--- config.mk ---
export PLATFORM = sky130hd
export DESIGN_NAME = sfu_top
export DESIGN_NICKNAME = d
export VERILOG_FILES = /design/src/rtl/sfu_pkg.sv /design/src/rtl/sfu_rst_sync.sv /design/src/rtl/sfu_regfile.sv /design/src/rtl/sfu_byte_shift.sv /design/src/rtl/sfu_win_seq.sv /design/src/rtl/sfu_top.sv
export SDC_FILE = /design/constraint.sdc
export NUM_CORES = 1
export LEC_CHECK = 0
export CAP_MARGIN = 5
export CELL_PAD_IN_SITES_DETAIL_PLACEMENT = 2
export CELL_PAD_IN_SITES_GLOBAL_PLACEMENT = 2
export CORE_MARGIN = 4
export CORE_UTILIZATION = 38
export CTS_CLUSTER_SIZE = 8
export DETAILED_ROUTE_END_ITERATION = 16
export HOLD_SLACK_MARGIN = 0.06
export PLACE_DENSITY = 0.89
export SKIP_CTS_REPAIR_TIMING = 1
export SYNTH_ARGS = -nofsm -noshare
export SYNTH_HDL_FRONTEND = slang
export SYNTH_SLANG_ARGS = --single-unit
--- constraint.sdc ---
create_clock -name clk -period 10.55 [get_ports clk]
set_input_delay 2.11 -clock clk [delete_from_list [all_inputs] [get_ports clk]]
set_output_delay 2.11 -clock clk [all_outputs]
set_load 0.05 [all_outputs]
--- src/rtl/sfu_pkg.sv ---
package sfu_pkg;
  typedef enum logic [1:0] {
    MODE_NORMAL = 2'd0,
    MODE_FAST   = 2'd1,
    MODE_PROG   = 2'd2,
    MODE_USER   = 2'd3
  } sfu_mode_e;

  typedef enum logic {
    SQ_IDLE = 1'b0,
    SQ_RUN  = 1'b1
  } sfu_seq_e;

  localparam logic [7:0]  OFS_CFG    = 8'h00;
  localparam logic [7:0]  OFS_STAT   = 8'h08;
  localparam int          OFS_CTRL0  = 16;
  localparam int          WEN_LSB    = 16;
  localparam int          STOP_BIT   = 2;
  localparam logic [31:0] STAT_VALUE = 32'h0000_0800;
  localparam logic [31:0] CTRL_RST   = 32'h0000_0004;
endpackage

--- src/rtl/sfu_rst_sync.sv ---
module sfu_rst_sync (
  input  logic clk,
  input  logic rst_n,
  output logic rst_sync_n
);
  logic [1:0] sync_q;

  always_ff @(posedge clk or negedge rst_n) begin
    if (!rst_n) sync_q <= 2'b00;
    else        sync_q <= {sync_q[0], 1'b1};
  end

  assign rst_sync_n = sync_q[1];
endmodule

--- src/rtl/sfu_regfile.sv ---
module sfu_regfile
  import sfu_pkg::*;
#(
  parameter int CS_N = 5
) (
  input  logic            clk,
  input  logic            rst_n,
  input  logic            wr,
  input  logic [7:0]      addr,
  input  logic [31:0]     wdata,
  output logic [31:0]     rdata,
  output logic [CS_N-1:0] cs_n,
  output logic [CS_N-1:0] cs_wen,
  output logic [CS_N-1:0] cs_user
);
  logic [31:0] cfg_q;
  logic        cfg_en;
  logic [31:0] ctrl_q [CS_N];
  logic [CS_N-1:0] ctrl_en;
  logic [CS_N-1:0] ctrl_hit;

  assign cfg_en = wr && (addr == OFS_CFG);

  always_ff @(posedge clk or negedge rst_n) begin
    if (!rst_n)      cfg_q <= '0;
    else if (cfg_en) cfg_q <= wdata;
  end

  for (genvar i = 0; i < CS_N; i++) begin : g_cs
    localparam logic [7:0] MY_OFS = 8'(OFS_CTRL0 + 4 * i);

    assign ctrl_hit[i] = (addr == MY_OFS);
    assign ctrl_en[i]  = wr && ctrl_hit[i];

    always_ff @(posedge clk or negedge rst_n) begin
      if (!rst_n)          ctrl_q[i] <= CTRL_RST;
      else if (ctrl_en[i]) ctrl_q[i] <= wdata;
    end

    assign cs_n[i]    = ctrl_q[i][STOP_BIT];
    assign cs_user[i] = (ctrl_q[i][1:0] == MODE_USER);
    assign cs_wen[i]  = cfg_q[WEN_LSB + i];
  end

  always_comb begin
    rdata = '0;
    if (addr == OFS_CFG)  rdata = cfg_q;
    if (addr == OFS_STAT) rdata = STAT_VALUE;
    for (int k = 0; k < CS_N; k++) begin
      if (ctrl_hit[k]) rdata = ctrl_q[k];
    end
  end
endmodule

--- src/rtl/sfu_byte_shift.sv ---
module sfu_byte_shift #(
  parameter int HALF = 2
) (
  input  logic       clk,
  input  logic       rst_n,
  input  logic       start,
  input  logic [7:0] tx,
  output logic       done,
  output logic [7:0] rx,
  output logic       sclk,
  output logic       mosi,
  input  logic       miso
);
  localparam int DW = (HALF > 1) ? $clog2(HALF) : 1;
  localparam logic [DW-1:0] DIV_LAST = DW'(HALF - 1);

  logic          act_q, act_d;
  logic          hi_q, hi_d;
  logic [DW-1:0] div_q, div_d;
  logic [2:0]    bit_q, bit_d;
  logic [7:0]    tx_q, tx_d;
  logic [7:0]    rx_q, rx_d;
  logic          done_q, done_d;
  logic          tick;

  assign tick = act_q && (div_q == DIV_LAST);

  always_comb begin
    act_d  = act_q;
    hi_d   = hi_q;
    div_d  = div_q;
    bit_d  = bit_q;
    tx_d   = tx_q;
    rx_d   = rx_q;
    done_d = 1'b0;
    if (!act_q) begin
      if (start) begin
        act_d = 1'b1;
        hi_d  = 1'b0;
        div_d = '0;
        bit_d = '0;
        tx_d  = tx;
      end
    end else begin
      div_d = tick ? '0 : div_q + 1'b1;
      if (tick) begin
        if (!hi_q) begin
          hi_d = 1'b1;
          rx_d = {rx_q[6:0], miso};
        end else begin
          hi_d = 1'b0;
          if (bit_q == 3'd7) begin
            act_d  = 1'b0;
            done_d = 1'b1;
          end else begin
            bit_d = bit_q + 1'b1;
            tx_d  = {tx_q[6:0], 1'b0};
          end
        end
      end
    end
  end

  always_ff @(posedge clk or negedge rst_n) begin
    if (!rst_n) begin
      act_q  <= 1'b0;
      hi_q   <= 1'b0;
      div_q  <= '0;
      bit_q  <= '0;
      tx_q   <= '0;
      rx_q   <= '0;
      done_q <= 1'b0;
    end else begin
      act_q  <= act_d;
      hi_q   <= hi_d;
      div_q  <= div_d;
      bit_q  <= bit_d;
      tx_q   <= tx_d;
      rx_q   <= rx_d;
      done_q <= done_d;
    end
  end

  assign sclk = hi_q;
  assign mosi = act_q & tx_q[7];
  assign done = done_q;
  assign rx   = rx_q;
endmodule

--- src/rtl/sfu_win_seq.sv ---
module sfu_win_seq
  import sfu_pkg::*;
#(
  parameter int CS_N   = 5,
  parameter int CSEL_W = 3
) (
  input  logic              clk,
  input  logic              rst_n,
  input  logic              req,
  input  logic              we,
  input  logic [CSEL_W-1:0] csel,
  input  logic [1:0]        nbytes,
  input  logic [31:0]       wdata,
  input  logic [CS_N-1:0]   cs_wen,
  input  logic [CS_N-1:0]   cs_user,
  output logic              ready,
  output logic              done,
  output logic [31:0]       rdata,
  output logic              bstart,
  output logic [7:0]        btx,
  input  logic              bdone,
  input  logic [7:0]        brx
);
  sfu_seq_e    st_q, st_d;
  logic [1:0]  idx_q, idx_d;
  logic [1:0]  last_q, last_d;
  logic        wr_q, wr_d;
  logic [31:0] wbuf_q, wbuf_d;
  logic [31:0] rbuf_q, rbuf_d;
  logic        done_q, done_d;
  logic        start_q, start_d;
  logic        sel_user, sel_wen, pass;

  always_comb begin
    sel_user = 1'b0;
    sel_wen  = 1'b0;
    for (int k = 0; k < CS_N; k++) begin
      if (csel == CSEL_W'(k)) begin
        sel_user = cs_user[k];
        sel_wen  = cs_wen[k];
      end
    end
    pass = we ? (sel_user && sel_wen) : sel_user;
  end

  always_comb begin
    st_d    = st_q;
    idx_d   = idx_q;
    last_d  = last_q;
    wr_d    = wr_q;
    wbuf_d  = wbuf_q;
    rbuf_d  = rbuf_q;
    done_d  = 1'b0;
    start_d = 1'b0;
    unique case (st_q)
      SQ_IDLE: begin
        if (req) begin
          if (pass) begin
            st_d    = SQ_RUN;
            idx_d   = '0;
            last_d  = nbytes;
            wr_d    = we;
            wbuf_d  = wdata;
            rbuf_d  = '0;
            start_d = 1'b1;
          end else begin
            done_d = 1'b1;
            rbuf_d = we ? '0 : '1;
          end
        end
      end
      SQ_RUN: begin
        if (bdone) begin
          rbuf_d[{idx_q, 3'b000} +: 8] = brx;
          if (idx_q == last_q) begin
            st_d   = SQ_IDLE;
            done_d = 1'b1;
          end else begin
            idx_d   = idx_q + 1'b1;
            start_d = 1'b1;
          end
        end
      end
      default: st_d = SQ_IDLE;
    endcase
  end

  always_ff @(posedge clk or negedge rst_n) begin
    if (!rst_n) begin
      st_q    <= SQ_IDLE;
      idx_q   <= '0;
      last_q  <= '0;
      wr_q    <= 1'b0;
      wbuf_q  <= '0;
      rbuf_q  <= '0;
      done_q  <= 1'b0;
      start_q <= 1'b0;
    end else begin
      st_q    <= st_d;
      idx_q   <= idx_d;
      last_q  <= last_d;
      wr_q    <= wr_d;
      wbuf_q  <= wbuf_d;
      rbuf_q  <= rbuf_d;
      done_q  <= done_d;
      start_q <= start_d;
    end
  end

  assign ready  = (st_q == SQ_IDLE);
  assign done   = done_q;
  assign rdata  = rbuf_q;
  assign bstart = start_q;
  assign btx    = wr_q ? wbuf_q[{idx_q, 3'b000} +: 8] : 8'h00;
endmodule

--- src/rtl/sfu_top.sv ---
module sfu_top #(
  parameter int NUM_CS  = 5,
  parameter int MAX_CS  = 5,
  parameter int CSEL_W  = 3,
  parameter int CLK_DIV = 2
) (
  input  logic              clk,
  input  logic              rst_n,
  input  logic              reg_wr,
  input  logic [7:0]        reg_addr,
  input  logic [31:0]       reg_wdata,
  output logic [31:0]       reg_rdata,
  input  logic              win_req,
  input  logic              win_we,
  input  logic [CSEL_W-1:0] win_cs,
  input  logic [1:0]        win_nbytes,
  input  logic [31:0]       win_wdata,
  output logic              win_ready,
  output logic              win_done,
  output logic [31:0]       win_rdata,
  output logic              spi_sclk,
  output logic              spi_mosi,
  input  logic              spi_miso,
  output logic [NUM_CS-1:0] spi_cs_n
);
  localparam int CS_N = (NUM_CS > MAX_CS) ? MAX_CS : NUM_CS;

  logic            rs_n;
  logic [CS_N-1:0] cs_n_w, cs_wen_w, cs_user_w;
  logic            bstart, bdone;
  logic [7:0]      btx, brx;

  sfu_rst_sync u_rst (
    .clk        (clk),
    .rst_n      (rst_n),
    .rst_sync_n (rs_n)
  );

  sfu_regfile #(.CS_N(CS_N)) u_regs (
    .clk     (clk),
    .rst_n   (rs_n),
    .wr      (reg_wr),
    .addr    (reg_addr),
    .wdata   (reg_wdata),
    .rdata   (reg_rdata),
    .cs_n    (cs_n_w),
    .cs_wen  (cs_wen_w),
    .cs_user (cs_user_w)
  );

  sfu_win_seq #(.CS_N(CS_N), .CSEL_W(CSEL_W)) u_seq (
    .clk     (clk),
    .rst_n   (rs_n),
    .req     (win_req),
    .we      (win_we),
    .csel    (win_cs),
    .nbytes  (win_nbytes),
    .wdata   (win_wdata),
    .cs_wen  (cs_wen_w),
    .cs_user (cs_user_w),
    .ready   (win_ready),
    .done    (win_done),
    .rdata   (win_rdata),
    .bstart  (bstart),
    .btx     (btx),
    .bdone   (bdone),
    .brx     (brx)
  );

  sfu_byte_shift #(.HALF(CLK_DIV)) u_shift (
    .clk   (clk),
    .rst_n (rs_n),
    .start (bstart),
    .tx    (btx),
    .done  (bdone),
    .rx    (brx),
    .sclk  (spi_sclk),
    .mosi  (spi_mosi),
    .miso  (spi_miso)
  );

  for (genvar i = 0; i < NUM_CS; i++) begin : g_csout
    if (i < CS_N) begin : g_live
      assign spi_cs_n[i] = cs_n_w[i];
    end else begin : g_idle
      assign spi_cs_n[i] = 1'b1;
    end
  end
endmodule

After elaboration in Yosys (flattened, before gate mapping)
Cells that the tools add are included.
- bits of input ports: 83
- logic and storage cells: 140
- bits in registers: 289
- shift-type cells: 3
- add/sub/neg operators: 4
- reductions and logical operators: 17
- bitwise operators: 3
- equality and inequality tests: 24
- mux-type cells: 67
- operators by type and width (operator ; number):
    $mux 32 ; 11
    $pmux 32 s2 ; 1
    $mux 8 ; 6
    $mux 1 ; 35
    $bwmux 32 ; 1
    $eq 8x5->1 const B ; 4
    $shift 8x7->32 const A ; 1
    $shiftx 32x6->8 ; 1
    $shiftx 8x7->32 ; 1
    $mux 3 ; 5
    $eq 2x2->1 const B ; 5
    $ne 2x2->1 const B ; 5
    $eq 8x4->1 const B ; 1
    $eq 8x6->1 const B ; 1
    $logic_and 1x1->1 ; 8
    $logic_not 8->1 ; 1
    $mux 2 ; 4
    $reduce_and 4->1 ; 2
    $neg 5->7 ; 1
    $eq 3x2->1 const B ; 2
    $eq 3x3->1 const B ; 2
    $pmux 1 s2 ; 3
    $reduce_and 3->1 ; 2
    $ne 2x1->1 const B ; 2
    other kinds (11) ; 13

Depth between registers and ports, before layout
- depth in word-level cells: 11
- mapped depth: 9

Modules after synthesis
A second synthesis with hierarchy kept.
- cell total of the unflattened synthesis: 1075
- area, all modules: 14044.7 um^2
- by module, submodules not included (module ; times used ; seq. area each (um^2) ; area each (um^2) ; cells an instance):
    sfu_regfile ; 1 ; 4810.9 ; 9450.3 ; 705
    sfu_win_seq ; 1 ; 1801.7 ; 3499.6 ; 295
    sfu_byte_shift ; 1 ; 575.6 ; 1041.0 ; 72
    sfu_rst_sync ; 1 ; 50.0 ; 53.8 ; 3

Least setup slack after synthesis
No wires, ideal clock.
- path kind: input -> output
- start: in reg_addr[3]
- end: out reg_rdata[10]
- data arrival time: 4269 ps
- stages: 8
- path slack: 4171 ps
- required time: 8440 ps
- buffers on the path: 4
- cells stage by stage: buf_2 > or4_4 > buf_6 > nor3_4 > nand2_1 > clkbuf_1 > clkbuf_1 > a21oi_1
- word-level cells in the longest chain between the ends: 8
- RTL lines (element ; line ; RTL):
    from (decl) ; sfu_top.sv:10 ; input logic [7:0] reg_addr,
    $logic_not 8->1 ; sfu_regfile.sv:47 ; if (addr == OFS_CFG) rdata = cfg_q;
    $mux 32 ; sfu_regfile.sv:47 ;
    $mux 32 ; sfu_regfile.sv:48 ; if (addr == OFS_STAT) rdata = STAT_VALUE;
    $mux 32 (4 in series) ; sfu_regfile.sv:50 ; if (ctrl_hit[k]) rdata = ctrl_q[k];
    $mux 32 * ; sfu_regfile.sv:50 ;
    to (decl) ; sfu_top.sv:12 ; output logic [31:0] reg_rdata,
Mark *: on every way between the ends. The rest lies on a longest branch, timed or not.

Worst setup path in the final report
- start: in reg_addr[2]
- end: out reg_rdata[1]
Same word-level chain as after synthesis.

==> summary.txt <==
Detailed routing
  • Wirelength, routed: 41.7 mm
  • Max Used Layer: met5
  • Routed length on met3: around 1.8 mm
  • First-iteration detailed-routing DRC count: between 300 and 400
  • Routed length on met1: roughly 17 mm
  • Vias post-DR: 9281
  • Detail Route Antenna Nets: 0
  • Post-DR vias/cell: around 5.5
  • Met2 wire length: around 22 mm
  • Detailed Routing Iterations Pass 1: 5
  • Detailed-route DRC error count: 0
  • Drt wl/cell: ~25 um

Die
  • Effective utilization at floorplan: approximately two fifths
  • Die width: between 150 and 200 um
  • Row count: 68
  • Number of top-level pins: approximately 160
  • Die footprint: between 30000 and 40000 um2
  • Vertical die dimension: roughly 200 um
  • Floorplan core area: about 35000 um2

Synthesis
  • Register area share after synthesis: a little over half
  • Synth Area per Inst: 12.4 um2
  • Number of distinct standard cells referenced by the synthesized netlist: 55
  • Count of flip-flops with a built-in enable after synthesis: 0
  • Syn Inst Count: ~1.1k
  • Share of flip-flops with an asynchronous set or reset after synthesis: 100%
  • Post-synth design cell area: between 10000 and 15000 um2
  • Commonest register cell after synthesis: sky130_fd_sc_hd__dfrtp_1
  • Net count after synthesis: around 1.2k
  • Number of register bits inferred by synthesis: approximately 290
  • Warnings from Yosys: 0

Critical path
  • Delay of the slowest cell on the worst path: 0.81 ns
  • Crit Path Class: in -> out
  • Data required time at the worst endpoint: 8.44 ns
  • Worst Setup End Kind: primary output
  • Critical Path, Cell by Cell: clkdlybuf4s50_1 > or4_4 > nor3_4 > nand2_2 > o221ai_1 > o21a_1 > clkdlybuf4s50_1
  • Crit-path slowest cell: sky130_fd_sc_hd__clkdlybuf4s50_1
  • Type of origin of the critical path: input port
  • Most common cell on crit path: sky130_fd_sc_hd__clkdlybuf4s50_1
  • Crit path max-delay family: simple AND/OR/NAND/NOR gates
  • Count of buffer and inverter cells on the critical path: 2
  • Largest driver fanout on the critical path: 56
  • Arrival time of the worst setup path: between 5 and 6 ns
  • Slack of the worst reg-to-reg path: about 7.9 ns

Placed design
  • Placed cell area: between 15000 and 20000 um2
  • # port buffers: between 150 and 200
  • Last weighted congestion value of the routability-driven placer: 0.738
  • Post-detailed-placement half-perimeter wirelength: roughly 25 mm

Outcome
  • Outcome: finished, final reports clean

Power
  • Part of the total power dissipated in combinational logic: approximately 23%
  • Max IR drop VDD: between 0.15 and 0.2 mV
  • Cell area power density: approximately 210 nW/um2
  • Sequential share of power: roughly two fifths
  • Switching Share: 32.5%
  • Power dissipated by switching net loads: between 1 and 1.5 mW
  • Clock network fraction of design power: 35.9%
  • Leakage: between 7 and 8 nW
  • Power Internal: 2.38 mW

Layout
  • Number of fillers in the final layout: between 3k and 4k
  • Layout cell share with drive strength beyond 1: 25.7%
  • Final instance area: approximately 16000 um2
  • Flip-flop and latch area: between 7000 and 8000 um2
  • Area growth from synthesis to layout: 23.2%
  • Net count of the finished layout: 1293
  • Diodes inserted: 0
  • Area of the multi-input gates: about 5700 um2

Worst hold path
  • Class of the tightest hold or removal check: reg -> reg

STA
  • Final setup fails: 0
  • Min cycle time layout: 7.93 ns
  • Aggregate negative setup slack: 0 ns
  • Final number of hold-violating endpoints: 0
  • Max-slew violation count: 0
  • Unrepaired setup endpoints after global routing: false
  • Peak Freq: 126 MHz
  • Final Hold Slack: 0.355 ns
  • Slew at the pin with the worst max-slew slack: about 1.2 ns
  • Skew final: 0.0239 ns
  • Relative max-transition margin: between 20% and 30%
  • Final Cycle Share: around three quarters

CTS
  • CTS tree: done
  • Clock-pin slew on the worst setup and hold paths: 0.05 ns
  • H-tree depth: 2
  • Total number of clock tree sinks: 289
  • Root Buffer: sky130_fd_sc_hd__clkbuf_16
  • Clock insertion delay at the later pin of the skew report: 0.54 ns
  • Bufs on Longest Clock Path: 3
  • TritonCTS buffer count: 42

Global routing
  • Wire length of the first global-routing pass: approximately 66 mm
  • Largest net degree at the start of global routing: 78
  • Antenna violations before repair: 1
  • Via count of the first global-routing pass: between 10k and 15k
  • Remaining Overflow, GRT: 0
  • Total track usage: between 20% and 30%

Job
  • Max-cap violations: 0
-- area by class of cell --
cell class              instances  area share [%]
flip-flops and latches        289            44.2
clock inverters                 3           0.420
clock buffers                  65            7.07
repair buffers                168            10.0
inverters                       8           0.183
well taps                     455            3.47
multi-input cells             695            34.6
-- placed cells by master (no fill, tap or decap), drive strengths merged, types with 2 or more instances in the layout --
cell type / Yosys / layout
xor2: 2 / 2
clkdlybuf4s50: 0 / 153
inv: 8 / 8
xnor2: 2 / 2
o32ai: 2 / 2
nor2: 99 / 99
nand2: 70 / 70
a31oi: 35 / 35
clkinv: 0 / 3
dfrtp: 284 / 284
nand2b: 2 / 2
nor2b: 6 / 6
clkbuf: 32 / 65
a21o: 2 / 2
dfstp: 5 / 5
a21oi: 58 / 58
o21ai: 20 / 20
o31ai: 2 / 2
nor3: 10 / 10
ha: 6 / 6
a211oi: 5 / 5
a22oi: 8 / 8
mux4: 8 / 8
and2: 2 / 2
and4: 2 / 2
nand3b: 3 / 3
nand3: 8 / 8
and3: 4 / 4
buf: 44 / 15
mux2: 234 / 234
or2: 2 / 2
mux2i: 61 / 61
and4b: 2 / 2
o2bb2ai: 26 / 26
-- cells in the mapped netlist (all sizes together) (4+ instances only) --
cell,n,area (um2)
a211oi,5,37.5
a21oi,58,290
a22oi,8,60.1
a31oi,35,219
and3,4,25.0
buf,44,246
clkbuf,32,120
dfrtp,284,7110
dfstp,5,131
ha,6,75.1
inv,8,30.0
mux2,234,2750
mux2i,61,611
mux4,8,180
nand2,70,265
nand3,8,40.0
nor2,99,372
nor2b,6,37.5
nor3,10,77.6
o21ai,20,100
o2bb2ai,26,228
-- layer usage --
| layer | GRT usage (%) | vias to the layer above |
|---|---|---|
| met2 | 39.9 | 223 |
| met1 | 26.5 | 4913 |
| met5 | 0 | - |
| met4 | 5.22 | 2 |
| met3 | 3.61 | 59 |
| li1 | - | 4084 |
-- per-stage QoR --
step	worst slack [ns]	util (%)	total power [mW]	instances
after floorplan	1.91	-	1.95	1068
after global placement	2.83	43.9	2.21	1615
after detailed placement	2.68	43.9	2.27	1615
after CTS	2.58	47.4	3.57	1683
after global routing	2.38	47.4	3.69	1683
final	2.62	47.4	3.52	1683
-- logic make-up after synthesis --
group / count (synthesis) / synth area share (%)
xor+xnor: 4 / 0.264
simple gates: 215 / 7.20
buf+inv: 84 / 2.98
flops: 289 / 54.4
fa+ha+maj: 6 / 0.565
compound gates: 166 / 7.91
other cells: 1 / 0.0282
mux: 303 / 26.6
-- worst paths after layout --
path,endpoint,depth (start not counted),startpoint
worst min-delay path,u_rst.sync_q[1],0,u_rst.sync_q[0]
min in group asynchronous,u_seq.wbuf_q[31],0,u_rst.sync_q[1]
worst max register to register,u_seq.rdata[19],7,u_seq.idx_q[0]
worst max-delay path,reg_rdata[1],7,reg_addr[2]
worst min register to register,u_rst.sync_q[1],0,u_rst.sync_q[0]
max in group asynchronous,u_seq.wbuf_q[24],1,u_rst.sync_q[1]
-- power by group through the flow --
stage	combinational [mW]	clock, mW	sequential, mW
finish	0.796	1.26	1.46
global route	0.848	1.35	1.49
CTS	0.806	1.30	1.46
detailed placement	0.791	0	1.48
global placement	0.757	0	1.45
floorplan	0.349	0	1.60
-- registers in the layout (all words and copies together) (netlist names), 2 cells and up --
register / count
u_regs.cfg_q: 32
u_regs.cs_n: 5
u_regs.ctrl_q: 155
u_rst.sync_q: 2
u_seq.idx_q: 2
u_seq.last_q: 2
u_seq.rdata: 32
u_seq.wbuf_q: 32
u_shift.bit_q: 3
u_shift.rx: 8
u_shift.tx_q: 8
(Power assumes the default switching activity.)
